File: src/rtl/smsu_pkg.sv
package smsu_pkg;
  localparam int          OPC_W     = 8;
  localparam logic [7:0]  OPC_SETM  = 8'h3B;
  // mask bits whose flags need a second execution cycle
  localparam logic [7:0]  SLOW_BITS = 8'h30;
  typedef enum logic {ST_IDLE, ST_HOLD} smsu_st_e;
endpackage

File: src/rtl/smsu_decode.sv
module smsu_decode
  import smsu_pkg::*;
#(
  parameter int IW = 16,
  parameter int MW = 8
) (
  input  logic [IW-1:0] word,
  output logic          match,
  output logic [MW-1:0] mask,
  output logic          long_op
);
  assign mask    = word[MW-1:0];
  assign match   = (word[IW-1:MW] == OPC_SETM);
  assign long_op = |(mask & SLOW_BITS);
endmodule

File: src/rtl/smsu_flags.sv
module smsu_flags #(
  parameter int BW = 4
) (
  input  logic          clk,
  input  logic          rst,
  input  logic          we,
  input  logic [BW-1:0] set_bits,
  output logic [BW-1:0] q
);
  for (genvar i = 0; i < BW; i++) begin : g_bit
    always_ff @(posedge clk) begin
      if (rst)                   q[i] <= 1'b0;
      else if (we && set_bits[i]) q[i] <= 1'b1;
    end
  end


  flags_monotone_chk: assert property (@(posedge clk) disable iff (rst)
    1'b1 |=> ((q & $past(q)) == $past(q)));

  flags_idle_chk: assert property (@(posedge clk) disable iff (rst)
    !we |=> $stable(q));
endmodule

File: src/rtl/smsu_ctrl.sv
module smsu_ctrl
  import smsu_pkg::*;
#(
  parameter int MW = 8
) (
  input  logic          clk,
  input  logic          rst,
  input  logic          in_valid,
  output logic          in_ready,
  input  logic          match,
  input  logic          long_op,
  input  logic [MW-1:0] in_mask,
  input  logic          rpt_nz,
  output logic          fire,
  output logic [MW-1:0] set_mask,
  output logic          done,
  output logic          rpt_clr
);
  smsu_st_e      state;
  logic [MW-1:0] held;
  logic          accept;

  assign in_ready = (state == ST_IDLE);
  assign accept   = in_valid && in_ready;
  assign fire     = (accept && match && !long_op) || (state == ST_HOLD);
  assign set_mask = (state == ST_HOLD) ? held : in_mask;

  always_ff @(posedge clk) begin
    if (rst) begin
      state   <= ST_IDLE;
      held    <= '0;
      done    <= 1'b0;
      rpt_clr <= 1'b0;
    end else begin
      done    <= fire;
      rpt_clr <= accept && match && rpt_nz;
      if (accept && match && long_op) begin
        state <= ST_HOLD;
        held  <= in_mask;
      end else if (state == ST_HOLD) begin
        state <= ST_IDLE;
      end
    end
  end


  short_done_chk: assert property (@(posedge clk) disable iff (rst)
    (accept && match && !long_op) |=> (done && in_ready));

  long_done_chk: assert property (@(posedge clk) disable iff (rst)
    (accept && match && long_op) |=> (!done && !in_ready) ##1 done);

  foreign_word_chk: assert property (@(posedge clk) disable iff (rst)
    (accept && !match) |=> (!done && !rpt_clr));

  rpt_clear_chk: assert property (@(posedge clk) disable iff (rst)
    (accept && match && rpt_nz) |=> rpt_clr ##1 !rpt_clr);

  busy_hold_chk: assert property (@(posedge clk) disable iff (rst)
    !in_ready |=> (in_ready && $stable(held)));

  reset_clear_chk: assert property (@(posedge clk)
    rst |=> (!done && !rpt_clr && in_ready));
endmodule

File: src/rtl/stat_mask_set.sv
module stat_mask_set
  import smsu_pkg::*;
#(
  parameter int IW  = 16,
  parameter int MW  = 8,
  parameter int RCW = 16
) (
  input  logic           clk,
  input  logic           rst,
  input  logic           in_valid,
  output logic           in_ready,
  input  logic [IW-1:0]  in_word,
  input  logic [RCW-1:0] rpt_cnt,
  output logic           rpt_clr,
  output logic [MW/2-1:0] st_lo,
  output logic [MW/2-1:0] st_hi,
  output logic           done
);
  localparam int BW = MW / 2;

  logic          match, long_op, fire;
  logic [MW-1:0] in_mask, set_mask;

  smsu_decode #(.IW(IW), .MW(MW)) u_dec (
    .word    (in_word),
    .match   (match),
    .mask    (in_mask),
    .long_op (long_op)
  );

  smsu_ctrl #(.MW(MW)) u_ctrl (
    .clk      (clk),
    .rst      (rst),
    .in_valid (in_valid),
    .in_ready (in_ready),
    .match    (match),
    .long_op  (long_op),
    .in_mask  (in_mask),
    .rpt_nz   (|rpt_cnt),
    .fire     (fire),
    .set_mask (set_mask),
    .done     (done),
    .rpt_clr  (rpt_clr)
  );

  smsu_flags #(.BW(BW)) u_lo (
    .clk      (clk),
    .rst      (rst),
    .we       (fire),
    .set_bits (set_mask[BW-1:0]),
    .q        (st_lo)
  );

  smsu_flags #(.BW(BW)) u_hi (
    .clk      (clk),
    .rst      (rst),
    .we       (fire),
    .set_bits (set_mask[MW-1:BW]),
    .q        (st_hi)
  );


  both_words_same_edge_chk: assert property (@(posedge clk) disable iff (rst)
    done |-> ($past(fire)));
endmodule

File: config.mk
export PLATFORM = sky130hd
export DESIGN_NAME = stat_mask_set
export DESIGN_NICKNAME = d
export VERILOG_FILES = /design/src/rtl/smsu_pkg.sv /design/src/rtl/smsu_decode.sv /design/src/rtl/smsu_flags.sv /design/src/rtl/smsu_ctrl.sv /design/src/rtl/stat_mask_set.sv
export SDC_FILE = /design/constraint.sdc
export NUM_CORES = 1
export LEC_CHECK = 0
export BUFFER_PORTS_ARGS = -buffer_cell sky130_fd_sc_hd__buf_2
export CAP_MARGIN = 5
export CORE_ASPECT_RATIO = 2
export CORE_MARGIN = 10
export CORE_UTILIZATION = 35
export DETAILED_ROUTE_END_ITERATION = 10
export PLACE_DENSITY_LB_ADDON = 0.12
export SYNTH_ARGS = -nofsm -noshare
export SYNTH_HDL_FRONTEND = slang
export SYNTH_HIERARCHICAL = 1
export SYNTH_SLANG_ARGS = --single-unit
File: constraint.sdc
create_clock -name clk -period 2.5 [get_ports clk]
set_input_delay 0 -clock clk [delete_from_list [all_inputs] [get_ports clk]]
set_output_delay 0 -clock clk [all_outputs]
set_load 0.01 [all_outputs]
==> out/metrics.yaml, run 1 <==
hpwl_um: 1870
die_y_um: 92.5
synth_seq_cells: 19
port_buffers: 45
cts_made_buffers: 3
dr_total_vias: 771
ant_nets: 0
cell_internal_pwr_w: 0.000447
period_minus_slack_ps: 1430
power_switching_w: 0.000115
cts_hold_buf: 0
p_leak_nw: 0.498
reg2reg_slack_ps: 1070
layout_setup_ws_ps: 1070
nFillCells: 267
use_met2_pct: 13.8
netlist_instances: 96
cts_sinks: 19
final.period_utilization_pct: 57.1
grt_util_met3_pct: 4.10
cts-root-buf: "clkbuf_8"
post_cts_buffers: 0
drive_gt1_share_pct: 43.6
clk_latency_ps: 250
hold_path_class: "in2reg"
clk_transition_reported_paths_ps: 70
p_sw_share_pct: 20.4
antenna_found_initial: 0
area_growth_pct: 23.8
worstReg2RegStart: "u_ctrl/state"
fin_skew_ps: 2.25
syn_area_per_cell_um2: 9.58
grt_pass1_wl_um: 3770
initial_core_util_pct: 36.2
synthesis.nets: 131
routabilityCongestion: 0.662
h-tree-depth: 1
n_antenna_cell: 0
die_w_um: 56.2
peakVddDrop_uv: 366
power_frac_comb_pct: 9.1
grt_usage_pct: 8.65
drt-initial-drc-count: 5
grt_pass1_vias: 839
min_to: "u_ctrl/held[0]"
max_slew_margin_pct: 66.7
cts_resized: 0
setup_violations: 0
viasPerCell: 4.79
yosys_warnings: 6
rsz0062_at_grt: "no"
overflow: 0
min_from: "in_word[0]"
ys_types: 19
tightest_slew_ps: 500
drc: 0
arrival_ps: 1600
reg2reg_depth: 2
fin_setup_tns_ps: 0
cts_tree: "yes"
cts_buffer_depth: 2
status: "complete, no violations"
maxSlewViolCount: 0
cp-start-kind: "flip-flop"
grt-busiest-layer: "met2"
fp-row-count: 26
hold_ws_ps: 23.4
layout.nets: 169
min_delay_path_depth: 3
cp_max_fo: 11
routedWlPerCell_um: 14.4
slowest_stage: "and4b_1"
io_pins: 46
core_um2: 2540
drt_first_pass_iters: 3
cp_slowest_stage_delay_ps: 640
yosysSeqAreaShare_pct: 41.4
p_seq_share_pct: 53.9
place_ws_ps: 1030
grt_max_degree: 28
dieArea_um2: 5200
postRouteWirelength_um: 2320
setup.worst_path.end_class: "flip-flop"
path_cells: "and4b_1 > mux2i_1"
cp.required_ps: 2670
gr-usage-met1_pct: 9.57
r2r-end: "u_ctrl/held[3]"
pwr-share-clk_pct: 37.0
hold_viol: 0
final_core_util_pct: 44.9
power_density_nw_per_um2: 494
cap_violations: 0
mappedNetlistArea_um2: 920
critPathKind: "reg2reg"
timing.fmax_mhz: 701
-- kinds of logic (layout without fill, tap and decap cells) --
| group | Yosys count | after routing | synth area share, % |
|---|---|---|---|
| flops | 19 | 19 | 41.4 |
| compound gates | 9 | 9 | 4.90 |
| buf+inv | 13 | 50 | 9.80 |
| simple gates | 39 | 39 | 25.4 |
| mux | 16 | 16 | 18.5 |
-- synth_stat cells, drive strengths merged --
master	n	area, um2
nand2b	17	106
mux2i	8	80.1
or2	1	6.26
nand2	1	3.75
nor4	5	37.5
nand3b	1	7.51
a21oi	9	45.0
nand4	2	12.5
nor2	9	33.8
buf	12	86.3
and2b	1	7.51
mux2	8	90.1
dfxtp	19	380
and4b	1	10.0
nand4b	1	8.76
inv	1	3.75
-- state kept, by name, indices dropped and copies added, names as in the netlist --
signal	cells
u_ctrl/done	1
u_ctrl/held	8
u_ctrl/state	1
u_hi/q	4
u_lo/q	4
u_ctrl/rpt_clr	1
-- final cells by class --
class | instances | area, um2 | area share (%)
Timing Repair Buffer | 45 | 225 | 19.8
Sequential cell | 19 | 380 | 33.4
Multi-Input combinational cell | 64 | 449 | 39.5
Inverter | 1 | 3.75 | 0.330
Tap cell | 28 | 35.0 | 3.08
Clock buffer | 4 | 45.0 | 3.96
-- critical path, delay by kind of cell, from the launching register on --
kind | cells | cell delay, ps
flip-flops | 1 | 450
multiplexers | 1 | 260
AND/OR/NAND/NOR | 1 | 640
-- worst max path at each step --
stage | depth (start not counted) | endpoint | slack, ps | from
global route | 2 | u_ctrl/held[3] | 950 | u_ctrl/state
floorplan | 4 | u_hi/q[1] | 1390 | u_ctrl/state
CTS | 2 | u_ctrl/held[3] | 1040 | u_ctrl/state
detailed placement | 5 | u_ctrl/held[3] | 1030 | in_word[10]
finish | 2 | u_ctrl/held[3] | 1070 | u_ctrl/state
global placement | 5 | u_ctrl/held[1] | 1110 | in_word[10]
-- layout by cell type (no fill, tap or decap) --
| cell | instances |
|---|---|
| a21oi_1 | 9 |
| and2b_1 | 1 |
| and4b_1 | 1 |
| buf_2 | 45 |
| clkbuf_1 | 1 |
| clkbuf_8 | 3 |
| dfxtp_1 | 19 |
| inv_1 | 1 |
| mux2_2 | 8 |
| mux2i_1 | 8 |
| nand2_1 | 1 |
| nand2b_1 | 17 |
| nand3b_1 | 1 |
| nand4_1 | 2 |
| nand4b_1 | 1 |
| nor2_1 | 9 |
| nor4_1 | 4 |
| nor4_2 | 1 |
| or2_2 | 1 |
-- power by group through the flow --
stage	registers (W)	logic, W	clock network (W)
2_1_floorplan	0.000310	0.0000300	0
3_5_place_dp	0.000310	0.0000518	0
6_report	0.000303	0.0000513	0.000208
4_1_cts	0.000303	0.0000520	0.000215
5_1_grt	0.000303	0.0000565	0.000226
3_3_place_gp	0.000310	0.0000508	0
-- through the flow --
stage,cells,cell area (um2),power [W]
2_1_floorplan,96,920,0.000340
3_3_place_gp,157,1090,0.000361
3_5_place_dp,157,1090,0.000362
4_1_cts,161,1140,0.000570
5_1_grt,161,1140,0.000585
6_report,161,1140,0.000562
-- layer usage --
layer | share of wire, % | wire length [um]
met5 | 0 | 0
met4 | 1.1 | 25
met3 | 10 | 234
met2 | 46 | 1060
met1 | 43 | 996
Note: power is estimated with default switching activity, not from simulation.
==> inputs of run 2 (changes only) <==
==> constraint.sdc (replaced) <==
create_clock -name clk -period 1.2 [get_ports clk]
set_input_delay 0 -clock clk [delete_from_list [all_inputs] [get_ports clk]]
set_output_delay 0 -clock clk [all_outputs]
set_load 0.01 [all_outputs]
==> run 2 against run 1 <==
Register-to-register slack got worse by 1000 ps. Die area did not move. Final area rose by 4.4%. Cell count rose by 2.5%. Global-route usage rose by 0.27 points. First-iteration DRC count rose by 80%. Core utilization rose by 2.0 points. Critical endpoint is now u_hi/q[3]. Sequential power rose by 110%. Clock power rose by 110%. Via count rose by 4.7%. Largest cell class unchanged. Non-clock buffer count rose by 4. Combinational power rose by 110%.
==> out/metrics.yaml, run 2 (synthesis results as in run 1) <==
setup.worst_path.end_class: "flip-flop"
post_cts_buffers: 0  # unchanged
core_um2: 2540  # unchanged
min_delay_path_depth: 3  # unchanged
drt_first_pass_iters: 4  # +1
path_delay_family: "flip-flops"
critPathCapture: "u_hi/q[3]"
final.period_utilization_pct: 93.7  # +37 points
area_growth_pct: 29.3
slowest_stage: "dfxtp_2"
ant_nets: 0  # unchanged
regArea_um2: 382  # +0.33%
viasPerCell: 4.89  # +2.1%
peakVddDrop_uv: 748  # +100%
cts_made_buffers: 3  # unchanged
clk_latency_ps: 250  # about the same
reg2reg_slack_ps: 80  # -1000 ps
period_minus_slack_ps: 1120  # -303 ps
rsz0062_at_grt: "no"
drt-initial-drc-count: 9  # +4
hold_path_class: "in2reg"
top_regs: "u_ctrl/held (8), u_hi/q (4), u_lo/q (4)"
nFillCells: 259  # -3.0%
grt_max_degree: 28  # unchanged
dr_total_vias: 807  # +4.7%
clk_transition_reported_paths_ps: 70  # about the same
reg2reg_depth: 4  # +2
drive_gt1_share_pct: 46.7  # +3.1 points
critPathKind: "reg2reg"
routabilityCongestion: 0.675  # +2.0%
fp-row-count: 26  # unchanged
cp-start-kind: "flip-flop"
port_buffers: 45  # unchanged
largest_reg_flops: 8  # unchanged
hold_viol: 0  # unchanged
routedWlPerCell_um: 14.4  # about the same
timing.fmax_mhz: 890  # +27%
max_slew_margin_pct: 75.3  # +8.6 points
layout.nets: 173  # +2.4%
io_pins: 46  # unchanged
tightest_slew_ps: 371  # -129 ps
grt_pass1_wl_um: 3900  # +3.3%
initial_core_util_pct: 36.2  # unchanged
overflow: 0  # unchanged
critical_path_buf_inv_count: 1  # +1
cts-root-buf: "clkbuf_8"
cap_violations: 0  # unchanged
fin_skew_ps: 2.64  # +0.383 ps
final_cell_mix: "45 x buf_2, 18 x dfxtp_1, 17 x nand2b_1, 9 x a21oi_1, 9 x nor2_1"
die_y_um: 92.5  # unchanged
cts_tree: "yes"
r2r-end: "u_hi/q[3]"
final_common_cell: "buf_2"
place_ws_ps: -70.1  # -1100 ps
worstReg2RegStart: "u_ctrl/state"
top_register: "u_ctrl/held"
path_cells: "buf_4 > mux2_2 > a21oi_1 > nor2_1"
hold_ws_ps: 17.0  # -6.32 ps
die_w_um: 56.2  # unchanged
grt_usage_pct: 8.92  # +0.27 points
setup_violations: 0  # unchanged
maxSlewViolCount: 0  # unchanged
cts_sinks: 19  # unchanged
grt_pass1_vias: 876  # +4.4%
antenna_found_initial: 0  # unchanged
n_antenna_cell: 0  # unchanged
arrival_ps: 1250  # -350 ps
cp_max_fo: 4  # -7
status: "complete, no violations"
h-tree-depth: 1  # unchanged
postRouteWirelength_um: 2380  # +2.5%
cp_slowest_stage_delay_ps: 340  # -300 ps
layout_setup_ws_ps: 76.2  # -997 ps
cp_num_cells: 4  # +2
drc: 0  # unchanged
cp.required_ps: 1330  # -1340 ps
p_leak_nw: 0.523  # +5.1%
cts_buffer_depth: 2  # unchanged
dieArea_um2: 5200  # unchanged
multi_input_comb_area_um2: 452  # +0.56%
startpoint: "u_ctrl/state"
power_density_nw_per_um2: 988  # +100%
hpwl_um: 1950  # +4.0%
## run 2: cell count changes in the layout (fill, tap and decap cells not counted), sizes merged
cell	previous run	this run
buf	45	49
## run 2: worst min path at each step
stage / endpoint / slack [ps] / from
after floorplan: u_hi/q[0] / 70 / rst
after global placement: u_ctrl/held[6] / 270 / in_word[6]
after detailed placement: u_ctrl/held[2] / 280 / in_word[2]
after CTS: u_ctrl/held[2] / 20 / in_word[2]
after global routing: u_ctrl/held[0] / 20 / in_word[0]
final: u_ctrl/held[2] / 20 / in_word[2]
## run 2: layout make-up
class	count	area share [%]
Clock buffer	4	3.79
Inverter	1	0.316
Sequential cell	19	32.1
Timing Repair Buffer	49	22.8
Multi-Input combinational cell	64	38.0
Tap cell	28	2.95
## run 2: worst register-to-register path, cell delays in order (launching register included)
cell and delay [ps]:
dfxtp_2 340, buf_4 130, mux2_2 340, a21oi_1 140, nor2_1 50
## run 2: what timing repair did
item / in CTS / in global routing
hold buffers: 0 / 0
endpoints found under the setup margin: 0 / 4
resized for setup: 0 / 3
## run 2: metal layers
| metal | wire length (um) | vias to the layer above | GRT usage [%] |
|---|---|---|---|
| met2 | 1100 | 40 | 14.5 |
| li1 | - | 403 | - |
| met3 | 236 | 4 | 3.69 |
| met4 | 34 | 0 | 4.23 |
| met5 | 0 | - | 0 |
| met1 | 1010 | 360 | 9.72 |
## run 2: metrics by stage
step,std cells,instance area [um2],util (%),setup TNS (ps),total power (W)
3_3_place_gp,161,1140,44.8,-88.0,0.000751
5_1_grt,165,1190,46.8,0,0.00123
3_5_place_dp,161,1140,44.8,-514,0.000755
2_1_floorplan,96,920,-,0,0.000708
4_1_cts,165,1180,46.5,0,0.00118
6_report,165,1190,46.8,0,0.00117
## run 2: power by group
group	switching, W	leakage, nW	internal, W
registers	0.000000278	0.153	0.000631
clock network	0.000199	0.0228	0.000236
logic	0.0000420	0.347	0.0000660
